### src/rtl/wdog_pkg.sv
package wdog_pkg;
  typedef struct packed {
    logic       en;
    logic       rst_mode;
    logic [1:0] sel;
    logic [3:0] spare;
  } wdog_ctrl_t;

  localparam logic [7:0] SVC_KEY_ARM  = 8'h55;
  localparam logic [7:0] SVC_KEY_FIRE = 8'hAA;
endpackage

### src/rtl/wdog_ctrl_reg.sv
module wdog_ctrl_reg
  import wdog_pkg::*;
(
  input  logic       clk,
  input  logic       rst,
  input  logic       wr_stb,
  input  logic [7:0] wdata,
  output wdog_ctrl_t ctrl_q,
  output logic       locked_q
);
  always_ff @(posedge clk) begin
    if (rst) begin
      ctrl_q   <= '0;
      locked_q <= 1'b0;
    end else if (wr_stb && !locked_q) begin
      ctrl_q   <= wdog_ctrl_t'(wdata);
      locked_q <= 1'b1;
    end
  end
endmodule

### src/rtl/wdog_svc_seq.sv
module wdog_svc_seq
  import wdog_pkg::*;
(
  input  logic       clk,
  input  logic       rst,
  input  logic       wr_stb,
  input  logic [7:0] wdata,
  output logic       kick
);
  logic armed_q;

  assign kick = wr_stb && armed_q && (wdata == SVC_KEY_FIRE);

  always_ff @(posedge clk) begin
    if (rst)         armed_q <= 1'b0;
    else if (wr_stb) armed_q <= (wdata == SVC_KEY_ARM);
  end
endmodule

### src/rtl/wdog_counter.sv
module wdog_counter #(
  parameter int PRESC_LOG2 = 14,
  parameter int BASE_LOG2  = 9,
  parameter int STEP_LOG2  = 2
) (
  input  logic       clk,
  input  logic       rst,
  input  logic       en,
  input  logic [1:0] sel,
  input  logic       kick,
  output logic       expire
);
  localparam int NSEL  = 4;
  localparam int CNT_W = BASE_LOG2 + STEP_LOG2 * (NSEL - 1) + 1;

  logic [CNT_W-1:0]      reload_tab [NSEL];
  logic [PRESC_LOG2-1:0] presc_q;
  logic [CNT_W-1:0]      count_q;
  logic                  run_q;
  logic                  tick;

  for (genvar g = 0; g < NSEL; g++) begin : g_reload
    assign reload_tab[g] = CNT_W'(1) << (BASE_LOG2 + STEP_LOG2 * g);
  end

  assign tick   = &presc_q;
  assign expire = run_q && !kick && tick && (count_q == CNT_W'(1));

  always_ff @(posedge clk) begin
    if (rst) begin
      presc_q <= '0;
      count_q <= '0;
      run_q   <= 1'b0;
    end else begin
      run_q <= en;
      if (!run_q || kick) begin
        presc_q <= '0;
        count_q <= reload_tab[sel];
      end else begin
        presc_q <= presc_q + 1'b1;
        if (tick) begin
          if (count_q == CNT_W'(1)) count_q <= reload_tab[sel];
          else                      count_q <= count_q - 1'b1;
        end
      end
    end
  end
endmodule

### src/rtl/wdog_top.sv
module wdog_top
  import wdog_pkg::*;
#(
  parameter int ADDR_W     = 2,
  parameter int PRESC_LOG2 = 14,
  parameter int BASE_LOG2  = 9,
  parameter int STEP_LOG2  = 2
) (
  input  logic              clk,
  input  logic              rst,
  input  logic              bus_sel,
  input  logic              bus_wr,
  input  logic [ADDR_W-1:0] bus_addr,
  input  logic [7:0]        bus_wdata,
  output logic [7:0]        bus_rdata,
  output logic              rst_req,
  output logic              irq
);
  localparam logic [ADDR_W-1:0] CTRL_ADDR = ADDR_W'(0);
  localparam logic [ADDR_W-1:0] SVC_ADDR  = ADDR_W'(1);

  wdog_ctrl_t ctrl_q;
  logic       ctrl_locked;
  logic       ctrl_wr, svc_wr, ctrl_rd, svc_rd;
  logic       kick, expire;

  assign ctrl_wr = bus_sel &&  bus_wr && (bus_addr == CTRL_ADDR);
  assign svc_wr  = bus_sel &&  bus_wr && (bus_addr == SVC_ADDR);
  assign ctrl_rd = bus_sel && !bus_wr && (bus_addr == CTRL_ADDR);
  assign svc_rd  = bus_sel && !bus_wr && (bus_addr == SVC_ADDR);

  wdog_ctrl_reg u_ctrl (
    .clk(clk), .rst(rst), .wr_stb(ctrl_wr), .wdata(bus_wdata),
    .ctrl_q(ctrl_q), .locked_q(ctrl_locked)
  );

  wdog_svc_seq u_svc (
    .clk(clk), .rst(rst), .wr_stb(svc_wr), .wdata(bus_wdata), .kick(kick)
  );

  wdog_counter #(
    .PRESC_LOG2(PRESC_LOG2), .BASE_LOG2(BASE_LOG2), .STEP_LOG2(STEP_LOG2)
  ) u_cnt (
    .clk(clk), .rst(rst), .en(ctrl_q.en), .sel(ctrl_q.sel),
    .kick(kick), .expire(expire)
  );

  always_ff @(posedge clk) begin
    if (rst) begin
      bus_rdata <= '0;
      rst_req   <= 1'b0;
      irq       <= 1'b0;
    end else begin
      bus_rdata <= ctrl_rd ? ctrl_q : 8'h00;
      rst_req   <= expire && ctrl_q.rst_mode;
      if (kick)                             irq <= 1'b0;
      else if (expire && !ctrl_q.rst_mode)  irq <= 1'b1;
    end
  end
endmodule

### config.mk
export PLATFORM = sky130hd
export DESIGN_NAME = wdog_top
export DESIGN_NICKNAME = d
export VERILOG_FILES = /design/src/rtl/wdog_pkg.sv /design/src/rtl/wdog_ctrl_reg.sv /design/src/rtl/wdog_svc_seq.sv /design/src/rtl/wdog_counter.sv /design/src/rtl/wdog_top.sv
export SDC_FILE = /design/constraint.sdc
export NUM_CORES = 1
export LEC_CHECK = 0
export BUFFER_PORTS_ARGS = -buffer_cell sky130_fd_sc_hd__buf_2
export CORE_ASPECT_RATIO = 0.75
export CORE_UTILIZATION = 63
export CTS_BUF_LIST = sky130_fd_sc_hd__clkbuf_8 sky130_fd_sc_hd__clkbuf_16
export CTS_CLUSTER_SIZE = 20
export DETAILED_ROUTE_END_ITERATION = 16
export PLACE_DENSITY_LB_ADDON = 0.15
export SYNTH_ARGS = -nofsm -noshare
export SYNTH_HDL_FRONTEND = slang
export SYNTH_HIERARCHICAL = 1
export SYNTH_SLANG_ARGS = --single-unit
### constraint.sdc
create_clock -name clk -period 5.4 [get_ports clk]
set_input_delay 1.08 -clock clk [delete_from_list [all_inputs] [get_ports clk]]
set_output_delay 1.08 -clock clk [all_outputs]
set_load 0.02 [all_outputs]
==> qor.yml <==
status:
  run_status: "complete, no violations"
power:
  vdd_drop_max_uv: 180
  power.leakage_nw: 0.982
  pwr_cell_area_mw_per_mm2: 249
final_layout:
  drive_above_1_share_pct: 17.8
  area_overhead_of_the_layout_relative_to_synthesis_pct: 9.44
  multi_input_gate_area_mm2: 0.00135
  total_of_fill_cells_in_the_finished_design: 290
  register_area_mm2: 0.00102
  antennaDiodeCount: 0
  fin_area_mm2: 0.00268
  post_layout_nonfiller_instances: 339
  finalNetCount: 304
grt:
  use_met3_pct: 6.34
  globalRouteMet2Util_pct: 38.3
  global_route.overflow_total: 0
  globalRoute.busiestLayer: "met2"
  met1_usage_pct: 37.6
  wire_length_of_the_first_global_routing_pass_um: 8330
  antenna_found_initial: 0
  first_global_vias: 1796
  grt.total_usage_pct: 26.3
  grt_start_max_net_pins: 37
timing:
  min_period_ns: 3.32
  clock.fmax_mhz: 301
  timing_max_transition_violations_final: 0
  hold_viol: 0
  rsz0062_at_grt: "no"
  setup_tns_ns: 0
  fin_worst_skew_ns: 0.00533
  max-slew-margin-rel_pct: 35.7
  post-route-worst-setup-slack_ns: 2.08
  fin_crit_share_pct: 61.5
  worst-slew-pin-transition_ns: 0.958
  setup_viol: 0
worst_setup_path:
  crit-reg2reg-capture: "u_cnt/count_q[7]"
  required_ns: 5.63
  cp-end-kind: "flip-flop"
  timing.critical_path.fanout_max: 23
  critPathKind: "in2reg"
  critical_path_arrival_ns: 3.55
  r2r_slack_ns: 2.74
  timing.rr.start: "u_cnt/presc_q[0]"
  crit_path_start_kind: "input pin"
  timing.reg2reg.worst_path_depth: 6
clocking:
  clock_tree_from_tritoncts: "done"
  cts.repair.resized: 0
  cts_post_setup_buffers_inserted: 0
  holdBufCountCts: 0
  worstSkewPairLatency_ns: 0.30
  htreeDepth: 2
  worst_path_clk_slew_ns: 0.09
  number_of_buffers_between_clock_root_and_the_deepest_sink: 2
  clock_sinks: 51
  root_buffer_master: "sky130_fd_sc_hd__clkbuf_8"
  cts_inserted_buffers: 5
placed_design:
  pre_cts_slack_ns: 1.79
  hpwl_um: 3340
  port_buffers: 23
  gp_congestion: 0.819
  post_dp_cell_area_mm2: 0.00258
  dp_cells: 332
synth:
  postSynthNetCount: 286
  post_synth_cell_types: 52
  synth_enable_flop_cells: 0
  synth.yosys.warnings: 6
  yosysSeqAreaShare_pct: 41.7
  synth_cells: 269
  ys_async_sr_fraction_pct: 0
  synth_seq_cells: 51
  avgSynthCellArea_um2: 9.11
  yosysTopAreaCell: "sky130_fd_sc_hd__dfxtp_1"
  yosys_most_used_dff: "sky130_fd_sc_hd__dfxtp_1"
  synth.top_cells.by_area: "sky130_fd_sc_hd__dfxtp_1 (42%), sky130_fd_sc_hd__nor2_1 (5.2%), sky130_fd_sc_hd__nand4bb_1 (4.1%)"
  synth_area_mm2: 0.00245
  netlist.area_leader.share_pct: 41.7
routing:
  vias: 1929
  vias_per_cell: 5.69
  drtIter0Drc: 119
  route.detailed.drc: 0
  postRouteWirelength_um: 4780
  wl_per_cell_um: 14.1
  detail-route-antenna-nets: 0
  drt_pass1_iterations: 4
floorplan:
  die_height_um: 56.0
  core-area_mm2: 0.00368
  floorplan.io_pins: 24
  rows: 19
  initial_utilization_pct: 66.5
  die_outline_width_um: 74.0
  die_area_mm2: 0.00415
worst_hold_path:
  worst_min_delay_path_class: "reg2reg"
  timing.hold.worst_path_depth: 2
  whs_endpoint: "u_ctrl/ctrl_q[2]"
  origin_of_the_worst_min_delay_path: "u_ctrl/ctrl_q[2]"
run:
  max-cap-violations: 0
## cells by family after synthesis
group | synth area share (%)
AO/OA/AOI/OAI | 13.2
multiplexers | 0.408
flip-flops | 41.7
AND/OR/NAND/NOR | 34.9
adder cells (fa/ha/maj) | 1.53
XOR/XNOR | 5.00
buffers and inverters | 3.32
## through the flow
stage | util, % | power, W | hold WS [ns]
finish | 72.8 | 0.000668 | 0.485
global route | 72.8 | 0.000694 | 0.513
CTS | 72.8 | 0.000676 | 0.486
detailed placement | 69.9 | 0.000421 | 0.467
global placement | 69.9 | 0.000421 | 0.443
floorplan | - | 0.000410 | 0.430
## layout by cell type, fill, tap and decap left out, types with 4 or more instances in the layout
cell type	Yosys	layout
sky130_fd_sc_hd__dfxtp_1	51	51
sky130_fd_sc_hd__nor2_1	34	34
sky130_fd_sc_hd__buf_2	2	23
sky130_fd_sc_hd__nand2_1	18	18
sky130_fd_sc_hd__nand2b_1	11	11
sky130_fd_sc_hd__nor3_1	9	9
sky130_fd_sc_hd__o21ai_0	9	9
sky130_fd_sc_hd__nand4bb_1	9	9
sky130_fd_sc_hd__nor3b_2	8	8
sky130_fd_sc_hd__a21oi_1	8	8
sky130_fd_sc_hd__o21ai_2	8	8
sky130_fd_sc_hd__inv_1	7	7
sky130_fd_sc_hd__xor2_1	7	7
sky130_fd_sc_hd__xnor2_1	7	7
sky130_fd_sc_hd__nor2b_1	6	6
sky130_fd_sc_hd__nor4_1	6	6
sky130_fd_sc_hd__clkbuf_8	0	5
sky130_fd_sc_hd__nand4_1	4	4
sky130_fd_sc_hd__a31oi_1	4	4
sky130_fd_sc_hd__nand3_1	4	4
## routing by layer
metal  part of all wire [%]  up-vias  routed length (um)
li1                       -     1002                   -
met1                     51      898                2440
met2                     45       27                2140
met3                    3.6        2                 171
met4                   0.67        0                  32
met5                      0        -                   0
## flip-flops by register name, summed over array words and instances (netlist names)
signal / cells
bus_rdata: 8
u_cnt/run_q: 1
irq: 1
u_cnt/count_q: 16
rst_req: 1
u_ctrl/ctrl_q: 8
u_ctrl/locked_q: 1
u_cnt/presc_q: 14
u_svc/armed_q: 1
## power by group
part	internal, W	total, W	leakage, nW	switching [W]
Clock	0.000135	0.000256	0.0502	0.000120
Sequential	0.000378	0.000381	0.411	0.00000276
Combinational	0.0000145	0.0000315	0.521	0.0000170
## cell type report
type,instances,share of cell area [%]
Sequential cell,51,38.1
Multi-Input combinational cell,199,50.3
Clock inverter,2,1.40
Timing Repair Buffer,23,4.29
Clock buffer,5,2.57
Inverter,7,0.979
Tap cell,52,2.43
## cell usage after synthesis (2+ instances only)
library cell and number:
sky130_fd_sc_hd__a211oi_1 2, sky130_fd_sc_hd__a21oi_1 8, sky130_fd_sc_hd__a31oi_1 4, sky130_fd_sc_hd__a32o_1 3, sky130_fd_sc_hd__and2_1 2, sky130_fd_sc_hd__and3_1 3, sky130_fd_sc_hd__and4bb_1 2, sky130_fd_sc_hd__buf_2 2
sky130_fd_sc_hd__clkbuf_1 8, sky130_fd_sc_hd__dfxtp_1 51, sky130_fd_sc_hd__ha_1 3, sky130_fd_sc_hd__inv_1 7, sky130_fd_sc_hd__nand2_1 18, sky130_fd_sc_hd__nand2b_1 11, sky130_fd_sc_hd__nand3_1 4, sky130_fd_sc_hd__nand4_1 4
sky130_fd_sc_hd__nand4bb_1 9, sky130_fd_sc_hd__nor2_1 34, sky130_fd_sc_hd__nor2b_1 6, sky130_fd_sc_hd__nor3_1 9, sky130_fd_sc_hd__nor3b_1 2, sky130_fd_sc_hd__nor3b_2 8, sky130_fd_sc_hd__nor4_1 6, sky130_fd_sc_hd__o211ai_1 2
sky130_fd_sc_hd__o21a_1 2, sky130_fd_sc_hd__o21ai_0 9, sky130_fd_sc_hd__o21ai_1 2, sky130_fd_sc_hd__o21ai_2 8, sky130_fd_sc_hd__o31ai_1 2, sky130_fd_sc_hd__or4_1 3, sky130_fd_sc_hd__or4b_1 2, sky130_fd_sc_hd__xnor2_1 7
sky130_fd_sc_hd__xor2_1 7
## worst max path at each step
stage	depth (start not counted)	slack [ns]	to	start
3_5_place_dp	9	1.79	u_cnt/count_q[7]	bus_addr[0]
4_1_cts	9	2.10	u_cnt/count_q[7]	bus_addr[0]
2_1_floorplan	10	2.57	u_cnt/count_q[3]	bus_sel
3_3_place_gp	9	1.90	u_cnt/count_q[7]	bus_addr[0]
5_1_grt	10	1.78	u_cnt/count_q[7]	bus_sel
6_report	9	2.08	u_cnt/count_q[7]	bus_addr[0]
## critical path, cell delays in order
cell                       delay [ns]
sky130_fd_sc_hd__buf_2           0.11
sky130_fd_sc_hd__nor3b_1         0.15
sky130_fd_sc_hd__nand4b_1        0.09
sky130_fd_sc_hd__nor4_1          0.07
sky130_fd_sc_hd__nor2b_1         0.44
sky130_fd_sc_hd__nand2_1         0.59
sky130_fd_sc_hd__nor3_1          0.67
sky130_fd_sc_hd__o21ai_1         0.15
sky130_fd_sc_hd__a31oi_1         0.19
Power figures use the tool's default switching activity.
